===== config.mk =====
export PLATFORM = sky130hd
export DESIGN_NAME = adc_frame_reader
export DESIGN_NICKNAME = d
export VERILOG_FILES = /design/src/rtl/adc_rd_pkg.sv /design/src/rtl/adc_rd_seq.sv /design/src/rtl/adc_rd_capture.sv /design/src/rtl/adc_frame_reader.sv
export SDC_FILE = /design/constraint.sdc
export NUM_CORES = 1
export LEC_CHECK = 0
export BUFFER_PORTS_ARGS = -buffer_cell sky130_fd_sc_hd__clkbuf_2
export CORE_ASPECT_RATIO = 1.25
export CORE_MARGIN = 2
export CORE_UTILIZATION = 45
export CTS_CLUSTER_DIAMETER = 30
export DETAILED_ROUTE_END_ITERATION = 8
export PLACE_DENSITY = 0.66
export SLEW_MARGIN = 20
export SYNTH_ARGS = -nofsm -noshare
export SYNTH_HDL_FRONTEND = slang
export SYNTH_SLANG_ARGS = --single-unit

===== constraint.sdc =====
create_clock -name clk -period 2.9 [get_ports clk]
set_input_delay 0.145 -clock clk [delete_from_list [all_inputs] [get_ports clk]]
set_output_delay 0.145 -clock clk [all_outputs]
set_load 0.05 [all_outputs]

===== src/rtl/adc_rd_pkg.sv =====
package adc_rd_pkg;

    // command codes seen on cmd_i
    typedef enum logic [1:0] {
        CMD_READ  = 2'b00,
        CMD_SLEEP = 2'b01,
        CMD_WAKE  = 2'b10,
        CMD_NONE  = 2'b11
    } cmd_e;

    typedef enum logic [2:0] {
        ST_IDLE,
        ST_SETUP,
        ST_LOW,
        ST_HIGH,
        ST_QUIET
    } seq_st_e;

    localparam int FRAME_CLKS  = 16;  // clocks in a read or wake frame
    localparam int SLEEP_CLKS  = 3;   // stub frame length, between 2 and 9 falls
    localparam int WAKE_FRAMES = 3;   // dummy frames issued by a wake
    localparam int LEAD_ZEROS  = 2;   // zero bits ahead of the data

    function automatic int unsigned clocks_for(input cmd_e kind);
        return (kind == CMD_SLEEP) ? SLEEP_CLKS : FRAME_CLKS;
    endfunction

endpackage


===== src/rtl/adc_rd_seq.sv =====
module adc_rd_seq
    import adc_rd_pkg::*;
#(
    parameter int DIV_W   = 8,
    parameter int QUIET_W = 8
) (
    input  logic               clk,
    input  logic               rst,
    input  logic               start_i,
    input  cmd_e               cmd_i,
    input  logic [DIV_W-1:0]   half_div_i,
    input  logic [QUIET_W-1:0] quiet_i,
    output logic               cs_n_o,
    output logic               sclk_o,
    output logic               ready_o,
    output logic               frame_start_o,
    output logic               fall_o,
    output logic               frame_end_o,
    output cmd_e               kind_o,
    output logic               last_o
);
    localparam int PH_W   = (DIV_W > QUIET_W) ? DIV_W : QUIET_W;
    localparam int EDGE_W = $clog2(FRAME_CLKS + 1);
    localparam int FR_W   = $clog2(WAKE_FRAMES + 1);

    seq_st_e           state;
    logic [PH_W-1:0]   ph_cnt, half_q, quiet_q, half_eff, quiet_eff, limit;
    logic [EDGE_W-1:0] edges, frame_len;
    logic [FR_W-1:0]   frames_left;
    cmd_e              kind_q;
    logic              cs_n_q, sclk_q;
    logic              accept, ph_done, more, new_frame, fall_now, end_now;

    always_comb begin
        half_eff  = (half_div_i == '0) ? PH_W'(1) : PH_W'(half_div_i);
        quiet_eff = (quiet_i == '0) ? PH_W'(1) : PH_W'(quiet_i);
        limit     = (state == ST_QUIET) ? quiet_q : half_q;
        ph_done   = (ph_cnt == limit - PH_W'(1));
        frame_len = EDGE_W'(clocks_for(kind_q));
        accept    = (state == ST_IDLE) && start_i && (cmd_i != CMD_NONE);
        more      = (frames_left > FR_W'(1));
        new_frame = accept || ((state == ST_QUIET) && ph_done && more);
        fall_now  = ph_done && ((state == ST_SETUP) ||
                                ((state == ST_HIGH) && (edges != frame_len)));
        end_now   = ph_done && (state == ST_HIGH) && (edges == frame_len);
    end

    always_ff @(posedge clk) begin
        if (rst) begin
            state       <= ST_IDLE;
            ph_cnt      <= '0;
            half_q      <= PH_W'(1);
            quiet_q     <= PH_W'(1);
            edges       <= '0;
            frames_left <= '0;
            kind_q      <= CMD_READ;
            cs_n_q      <= 1'b1;
            sclk_q      <= 1'b1;
        end else begin
            if (accept) begin
                kind_q      <= cmd_i;
                frames_left <= (cmd_i == CMD_WAKE) ? FR_W'(WAKE_FRAMES) : FR_W'(1);
            end else if (new_frame) begin
                frames_left <= frames_left - FR_W'(1);
            end

            if (new_frame) begin
                state   <= ST_SETUP;
                cs_n_q  <= 1'b0;
                ph_cnt  <= '0;
                edges   <= '0;
                half_q  <= half_eff;
                quiet_q <= quiet_eff;
            end else if (fall_now) begin
                state  <= ST_LOW;
                sclk_q <= 1'b0;
                ph_cnt <= '0;
                edges  <= edges + EDGE_W'(1);
            end else if ((state == ST_LOW) && ph_done) begin
                state  <= ST_HIGH;
                sclk_q <= 1'b1;
                ph_cnt <= '0;
            end else if (end_now) begin
                state  <= ST_QUIET;
                cs_n_q <= 1'b1;
                ph_cnt <= '0;
            end else if ((state == ST_QUIET) && ph_done) begin
                state  <= ST_IDLE;
                ph_cnt <= '0;
            end else if (state != ST_IDLE) begin
                ph_cnt <= ph_cnt + PH_W'(1);
            end
        end
    end

    assign cs_n_o        = cs_n_q;
    assign sclk_o        = sclk_q;
    assign ready_o       = (state == ST_IDLE);
    assign frame_start_o = new_frame;
    assign fall_o        = fall_now;
    assign frame_end_o   = end_now;
    assign kind_o        = kind_q;
    assign last_o        = (frames_left == FR_W'(1));

endmodule


===== src/rtl/adc_rd_capture.sv =====
module adc_rd_capture #(
    parameter int W     = 12,
    parameter int DLY_W = 8
) (
    input  logic             clk,
    input  logic             rst,
    input  logic             frame_start_i,
    input  logic             fall_i,
    input  logic [DLY_W-1:0] dly_i,
    input  logic             sdo_i,
    output logic [W-1:0]     word_o
);
    localparam int IDX_W = $clog2(W + 1);

    logic [DLY_W-1:0] dly_q, cnt;
    logic             pend, take;
    logic [IDX_W-1:0] idx;
    logic [W-1:0]     word_q;

    // a sample falls due once the delay from its launch event has run out
    assign take = pend && (cnt == '0) && (idx < IDX_W'(W));

    always_ff @(posedge clk) begin
        if (rst) begin
            dly_q  <= '0;
            cnt    <= '0;
            pend   <= 1'b0;
            idx    <= '0;
            word_q <= '0;
        end else begin
            if (frame_start_i) begin
                dly_q <= dly_i;
            end
            if (frame_start_i || fall_i) begin
                cnt  <= frame_start_i ? dly_i : dly_q;
                pend <= 1'b1;
            end else if (pend) begin
                if (cnt == '0) begin
                    pend <= 1'b0;
                end else begin
                    cnt <= cnt - DLY_W'(1);
                end
            end
            if (frame_start_i) begin
                idx <= '0;
            end else if (take) begin
                idx <= idx + IDX_W'(1);
            end
            if (take) begin
                word_q <= {word_q[W-2:0], sdo_i};
            end
        end
    end

    assign word_o = word_q;

endmodule


===== src/rtl/adc_frame_reader.sv =====
module adc_frame_reader
    import adc_rd_pkg::*;
#(
    parameter int DATA_W  = 10,
    parameter int DIV_W   = 8,
    parameter int QUIET_W = 8
) (
    input  logic               clk,
    input  logic               rst,
    input  logic               start_i,
    input  logic [1:0]         cmd_i,
    input  logic [DIV_W-1:0]   half_div_i,
    input  logic [QUIET_W-1:0] quiet_i,
    input  logic [DIV_W-1:0]   cap_dly_i,
    input  logic               sdo_i,
    output logic               cs_n_o,
    output logic               sclk_o,
    output logic               ready_o,
    output logic [DATA_W-1:0]  result_o,
    output logic               valid_o,
    output logic               frame_err_o
);
    localparam int WORD_W = DATA_W + LEAD_ZEROS;

    if (WORD_W > FRAME_CLKS) begin : g_width_bad
        $error("DATA_W does not fit in one frame");
    end

    cmd_e              cmd_v, kind;
    logic              frame_start, fall, frame_end, last;
    logic [DIV_W-1:0]  half_eff, dly_eff;
    logic [WORD_W-1:0] word;
    logic              asleep_q, valid_q, err_q;
    logic [DATA_W-1:0] result_q;

    assign cmd_v = cmd_e'(cmd_i);

    // the capture offset must land inside the current half period
    always_comb begin
        half_eff = (half_div_i == '0) ? DIV_W'(1) : half_div_i;
        dly_eff  = (cap_dly_i >= half_eff) ? half_eff - DIV_W'(1) : cap_dly_i;
    end

    adc_rd_seq #(
        .DIV_W   (DIV_W),
        .QUIET_W (QUIET_W)
    ) u_seq (
        .clk           (clk),
        .rst           (rst),
        .start_i       (start_i),
        .cmd_i         (cmd_v),
        .half_div_i    (half_div_i),
        .quiet_i       (quiet_i),
        .cs_n_o        (cs_n_o),
        .sclk_o        (sclk_o),
        .ready_o       (ready_o),
        .frame_start_o (frame_start),
        .fall_o        (fall),
        .frame_end_o   (frame_end),
        .kind_o        (kind),
        .last_o        (last)
    );

    adc_rd_capture #(
        .W     (WORD_W),
        .DLY_W (DIV_W)
    ) u_cap (
        .clk           (clk),
        .rst           (rst),
        .frame_start_i (frame_start),
        .fall_i        (fall),
        .dly_i         (dly_eff),
        .sdo_i         (sdo_i),
        .word_o        (word)
    );

    always_ff @(posedge clk) begin
        if (rst) begin
            asleep_q <= 1'b0;
            valid_q  <= 1'b0;
            err_q    <= 1'b0;
            result_q <= '0;
        end else begin
            valid_q <= 1'b0;
            err_q   <= 1'b0;
            if (frame_end) begin
                unique case (kind)
                    CMD_SLEEP: asleep_q <= 1'b1;
                    CMD_WAKE: begin
                        if (last) begin
                            asleep_q <= 1'b0;
                        end
                    end
                    default: begin
                        if (!asleep_q) begin
                            valid_q  <= 1'b1;
                            result_q <= word[DATA_W-1:0];
                            err_q    <= |word[WORD_W-1:DATA_W];
                        end
                    end
                endcase
            end
        end
    end

    assign valid_o     = valid_q;
    assign frame_err_o = err_q;
    assign result_o    = result_q;

endmodule


==> impl.org <==
** Run status
- Outcome :: finished, final reports clean

** Drt
- Using the TritonRoute via totals, the vias-per-cell ratio works out to 5.91.
- DR vias :: ~4.4k
- Wires add up to 12300 um.
- Remaining number of nets flagged by the antenna check after routing :: 0
- For this run, design rule violations remaining after detail routing come to 0.
- Average detailed-routed wire length per instance :: ~17 um
- Number of detailed-routing iterations run before antenna repair :: 5
- After the first detailed-routing iteration, the DRC count stood at 213.

** Clock network
- Gates resized, CTS repair :: 0
- CTS tree :: done
- Buffers from clock root to sink, at most :: 2
- Post-CTS setup repair buffer count :: 0
- Number of clock buffers inserted by TritonCTS :: 9
- Clk root buf :: sky130_fd_sc_hd__clkbuf_16
- After clock tree synthesis, the clock-pin slew on the worst setup and hold paths is ~70 ps.
- Clock Sink Count :: 84
- In this run the number of H-tree levels came out at 3.
- The clock reaches the later pin of the worst-skew pair after about 340 ps.
- Post-CTS Hold Buffers :: 0

** Setup path
- Delay of the slowest cell on the worst path :: about 410 ps
- Critical path required time :: around 3100 ps
- Traced cell by cell, the critical path runs through or3b_4 -> mux2_4 -> a211o_1 -> a211oi_4 -> o2111ai_2 -> buf_4 -> a221oi_1 -> o21ai_0.
- Arrival time at the worst endpoint :: ~3000 ps
- Of all nets on the critical path, the largest fanout is 17.
- Number of buffer and inverter stages on the critical path :: 1
- Critical Path Source Type :: register
- Worst setup path class :: register to register
- Critical Path Sink Type :: register
- Worst path slowest cell :: sky130_fd_sc_hd__or3b_4
- In this design, the largest share of critical-path delay is due to compound AO/OA/AOI/OAI gates.

** Die
- The core region is between 0.009 and 0.01 mm2.
- For this design the top-level I/O count stands at 45.
- Die boundary width :: around 94 um
- Row Count :: 41
- Die ar. :: 0.0109 mm2
- Measured along the y axis, the die boundary spans 116 um.
- Initial core utilization :: between 40 and 50%

** Timing
- Hold_ws :: between 30 and 40 ps
- Setup repair after global routing could not meet its margin everywhere.
- Headroom to the max-slew limit came out at between 40% and 50%.
- Setup-failing EPs final :: 0
- Post-route worst setup slack :: about 120 ps
- Final number of max-transition violations :: 0
- Period Utilization, post-route :: a little over nine tenths
- Final hold violation count :: 0
- Clock skew after layout :: between 7 and 8 ps
- After layout, the minimum clock period comes to 2780 ps.
- Maximum clock frequency :: roughly 0.36 GHz
- At the pin with the least slew margin, the transition time is roughly 740 ps.
- Final sum of negative setup slack :: 0 ps

** GRT
- Total grt overflow :: 0
- Entering global routing, the biggest net connects 62 pins.
- Antenna violations before repair :: 0
- For this run, the total global-route usage over all layers was measured as around a quarter.
- Vias in the first global route :: between 4k and 5k
- First-pass GRT wire length :: ~21000 um

** Pwr
- After layout, the design draws a total of 3.24 mW.
- For this design the static power due to leakage is between 2 and 2.5 nW.
- The worst-case IR drop observed on VDD is 324 uV.
- Dividing total power by cell area gives a power density of ~600 mW/mm2.

** Placement
- Cell area reported after detailed placement :: just over 0.005 mm2
- Detailed placement HPWL :: between 9000 and 10000 um
- Placer congestion estimate :: roughly 0.85
- Number of instances in the placed design :: 727
- The count of buffers added on input and output ports is 44.
- Worst setup slack after placement :: -24.3 ps

** Final layout
- Nets :: 656
- Synthesis-to-finish area growth :: 19.3%
- The filler cells instantiated in the layout total 940.
- Once layout is complete, the utilization of the core stands at around 55%.
- Share of layout cells above drive strength 1 :: 17.3%
- Once layout is done, the placed cells without fillers occupy between 0.005 and 0.006 mm2.
- Once layout is complete, the cells apart from fillers number around 740.
- 0 antenna diodes ended up in the layout.

** Yosys
- Yosys top cell by area :: sky130_fd_sc_hd__dfxtp_1
- Post-synth top flop :: sky130_fd_sc_hd__dfxtp_1
- Sequential area share after synthesis :: ~37%
- Area of the mapped netlist :: between 0.004 and 0.005 mm2
- In the synthesized netlist the async set-or-reset flop fraction comes to 0%.
- The number of different library cells used by synthesis comes to 59.
- Mean post-synth cell area :: ~8.3 um2
- Synthesis handed over a netlist of 549 instances.
- Sorting the synthesized cells by area gives the leading types as sky130_fd_sc_hd__dfxtp_1 (37%), sky130_fd_sc_hd__a21oi_1 (5.9%), sky130_fd_sc_hd__nand3_1 (5.7%).
- Number of flops mapped to enable cells by yosys :: 0
- Counting flops and latches in the post-synthesis netlist gives 84.
- Area share of the largest cell type after synthesis :: 36.9%
- During synthesis, Yosys emitted a total of 0 warnings.
- Number of nets in the synthesized netlist :: 596

** Min path
- In this run the worst hold path is classified as input pin to register.

** Run
- Max-cap violation count :: 0
## registers in the layout (all words and copies together) (netlist names)
| register | cells |
|---|---|
| u_cap.word_o | 12 |
| result_o | 10 |
| u_cap.cnt | 8 |
| u_cap.dly_q | 8 |
| u_seq.half_q | 8 |
| u_seq.ph_cnt | 8 |
| u_seq.quiet_q | 8 |
| u_seq.edges | 5 |
| u_cap.idx | 4 |
| u_seq.state | 3 |
| u_seq.frames_left | 2 |
| u_seq.kind_o | 2 |
| asleep_q | 1 |
| frame_err_o | 1 |
| u_cap.pend | 1 |
| u_seq.cs_n_o | 1 |
| u_seq.sclk_o | 1 |
| valid_o | 1 |
## Yosys cell counts, types with 7 or more instances
master,n
sky130_fd_sc_hd__dfxtp_1,84
sky130_fd_sc_hd__nor3_1,29
sky130_fd_sc_hd__nor4_1,12
sky130_fd_sc_hd__o31ai_1,9
sky130_fd_sc_hd__buf_2,9
sky130_fd_sc_hd__a21oi_1,54
sky130_fd_sc_hd__nand3_1,52
sky130_fd_sc_hd__nand2_1,19
sky130_fd_sc_hd__nor2_1,41
sky130_fd_sc_hd__mux2i_1,18
sky130_fd_sc_hd__clkbuf_1,20
sky130_fd_sc_hd__or3_1,7
sky130_fd_sc_hd__ha_1,17
sky130_fd_sc_hd__xnor2_1,18
sky130_fd_sc_hd__o21ai_0,37
sky130_fd_sc_hd__nand2b_1,10
sky130_fd_sc_hd__inv_1,21
## report_power, final
part	internal [mW]	switching [mW]	leakage (nW)	total [mW]
Sequential	1.23	0.0813	0.684	1.31
Clock	0.672	0.488	0.146	1.16
Combinational	0.310	0.459	1.19	0.768
## worst paths after layout
kind	endpoint	startpoint	cells past startpoint	slack [ps]
setup reg to reg	u_seq.quiet_q[0]	u_seq.state[2]	8	120
hold reg to reg	u_cap.dly_q[6]	u_cap.dly_q[6]	2	470
hold / removal	u_cap.word_o[0]	sdo_i	3	40
setup / recovery	u_seq.quiet_q[0]	u_seq.state[2]	8	120
## cell families (layout without fill, tap and decap cells)
group / after synthesis / in the layout / synth area share [%]
AOI/OAI and AO/OA: 158 / 158 / 22.7
xor gates and xnor gates: 24 / 24 / 4.62
adders and majority gates: 17 / 17 / 4.67
buffers and inverters: 51 / 116 / 4.45
DFF: 84 / 84 / 36.9
muxes: 19 / 19 / 4.29
and+or+nand+nor: 196 / 196 / 22.3
## layout by cell type, fill, tap and decap left out, types with 3 or more instances in the layout
| cell type | netlist | routed |
|---|---|---|
| sky130_fd_sc_hd__a221oi_1 | 4 | 4 |
| sky130_fd_sc_hd__nor3_1 | 29 | 29 |
| sky130_fd_sc_hd__o31a_1 | 3 | 3 |
| sky130_fd_sc_hd__a21o_1 | 3 | 3 |
| sky130_fd_sc_hd__o21ai_0 | 37 | 37 |
| sky130_fd_sc_hd__mux2i_1 | 18 | 17 |
| sky130_fd_sc_hd__or3_1 | 7 | 7 |
| sky130_fd_sc_hd__clkbuf_2 | 0 | 44 |
| sky130_fd_sc_hd__o31ai_1 | 9 | 9 |
| sky130_fd_sc_hd__or4_1 | 6 | 6 |
| sky130_fd_sc_hd__buf_4 | 0 | 34 |
| sky130_fd_sc_hd__nand2b_1 | 10 | 10 |
| sky130_fd_sc_hd__o2111a_1 | 3 | 3 |
| sky130_fd_sc_hd__o21a_1 | 6 | 6 |
| sky130_fd_sc_hd__nor2b_1 | 4 | 4 |
| sky130_fd_sc_hd__a31oi_1 | 4 | 4 |
| sky130_fd_sc_hd__ha_1 | 17 | 17 |
| sky130_fd_sc_hd__inv_1 | 21 | 21 |
| sky130_fd_sc_hd__clkbuf_16 | 0 | 9 |
| sky130_fd_sc_hd__nor2_1 | 41 | 41 |
| sky130_fd_sc_hd__xnor2_1 | 18 | 18 |
| sky130_fd_sc_hd__a21oi_1 | 54 | 54 |
| sky130_fd_sc_hd__o32ai_1 | 5 | 5 |
| sky130_fd_sc_hd__xor2_1 | 6 | 5 |
| sky130_fd_sc_hd__nor4_1 | 12 | 11 |
| sky130_fd_sc_hd__dfxtp_1 | 84 | 84 |
| sky130_fd_sc_hd__nand3_1 | 52 | 52 |
| sky130_fd_sc_hd__nand2_1 | 19 | 19 |
| sky130_fd_sc_hd__o221ai_1 | 6 | 6 |
| sky130_fd_sc_hd__and4_1 | 3 | 3 |
## routing by layer
layer  wire (um)  GRT usage [%]  part of all wire [%]
met1        5240           29.0                    43
met2        6220           42.2                    51
met4         287           10.6                   2.3
met5           0              0                     0
met3         529           4.00                   4.3
## worst min-delay path, cell delays in order
cell                       delay [ps]
sky130_fd_sc_hd__clkbuf_2          80
sky130_fd_sc_hd__mux2i_1           50
sky130_fd_sc_hd__nor2_1            70
## final cells by class
type | instances | area [um2] | share of cell area [%]
Multi-Input combinational cell | 414 | 2710 | 50.0
Timing Repair Buffer | 79 | 495 | 9.12
Clock inverter | 7 | 73.8 | 1.36
Inverter | 21 | 78.8 | 1.45
Tap cell | 129 | 161 | 2.97
Sequential cell | 84 | 1680 | 31.0
Clock buffer | 9 | 225 | 4.15
(Power assumes the default switching activity.)
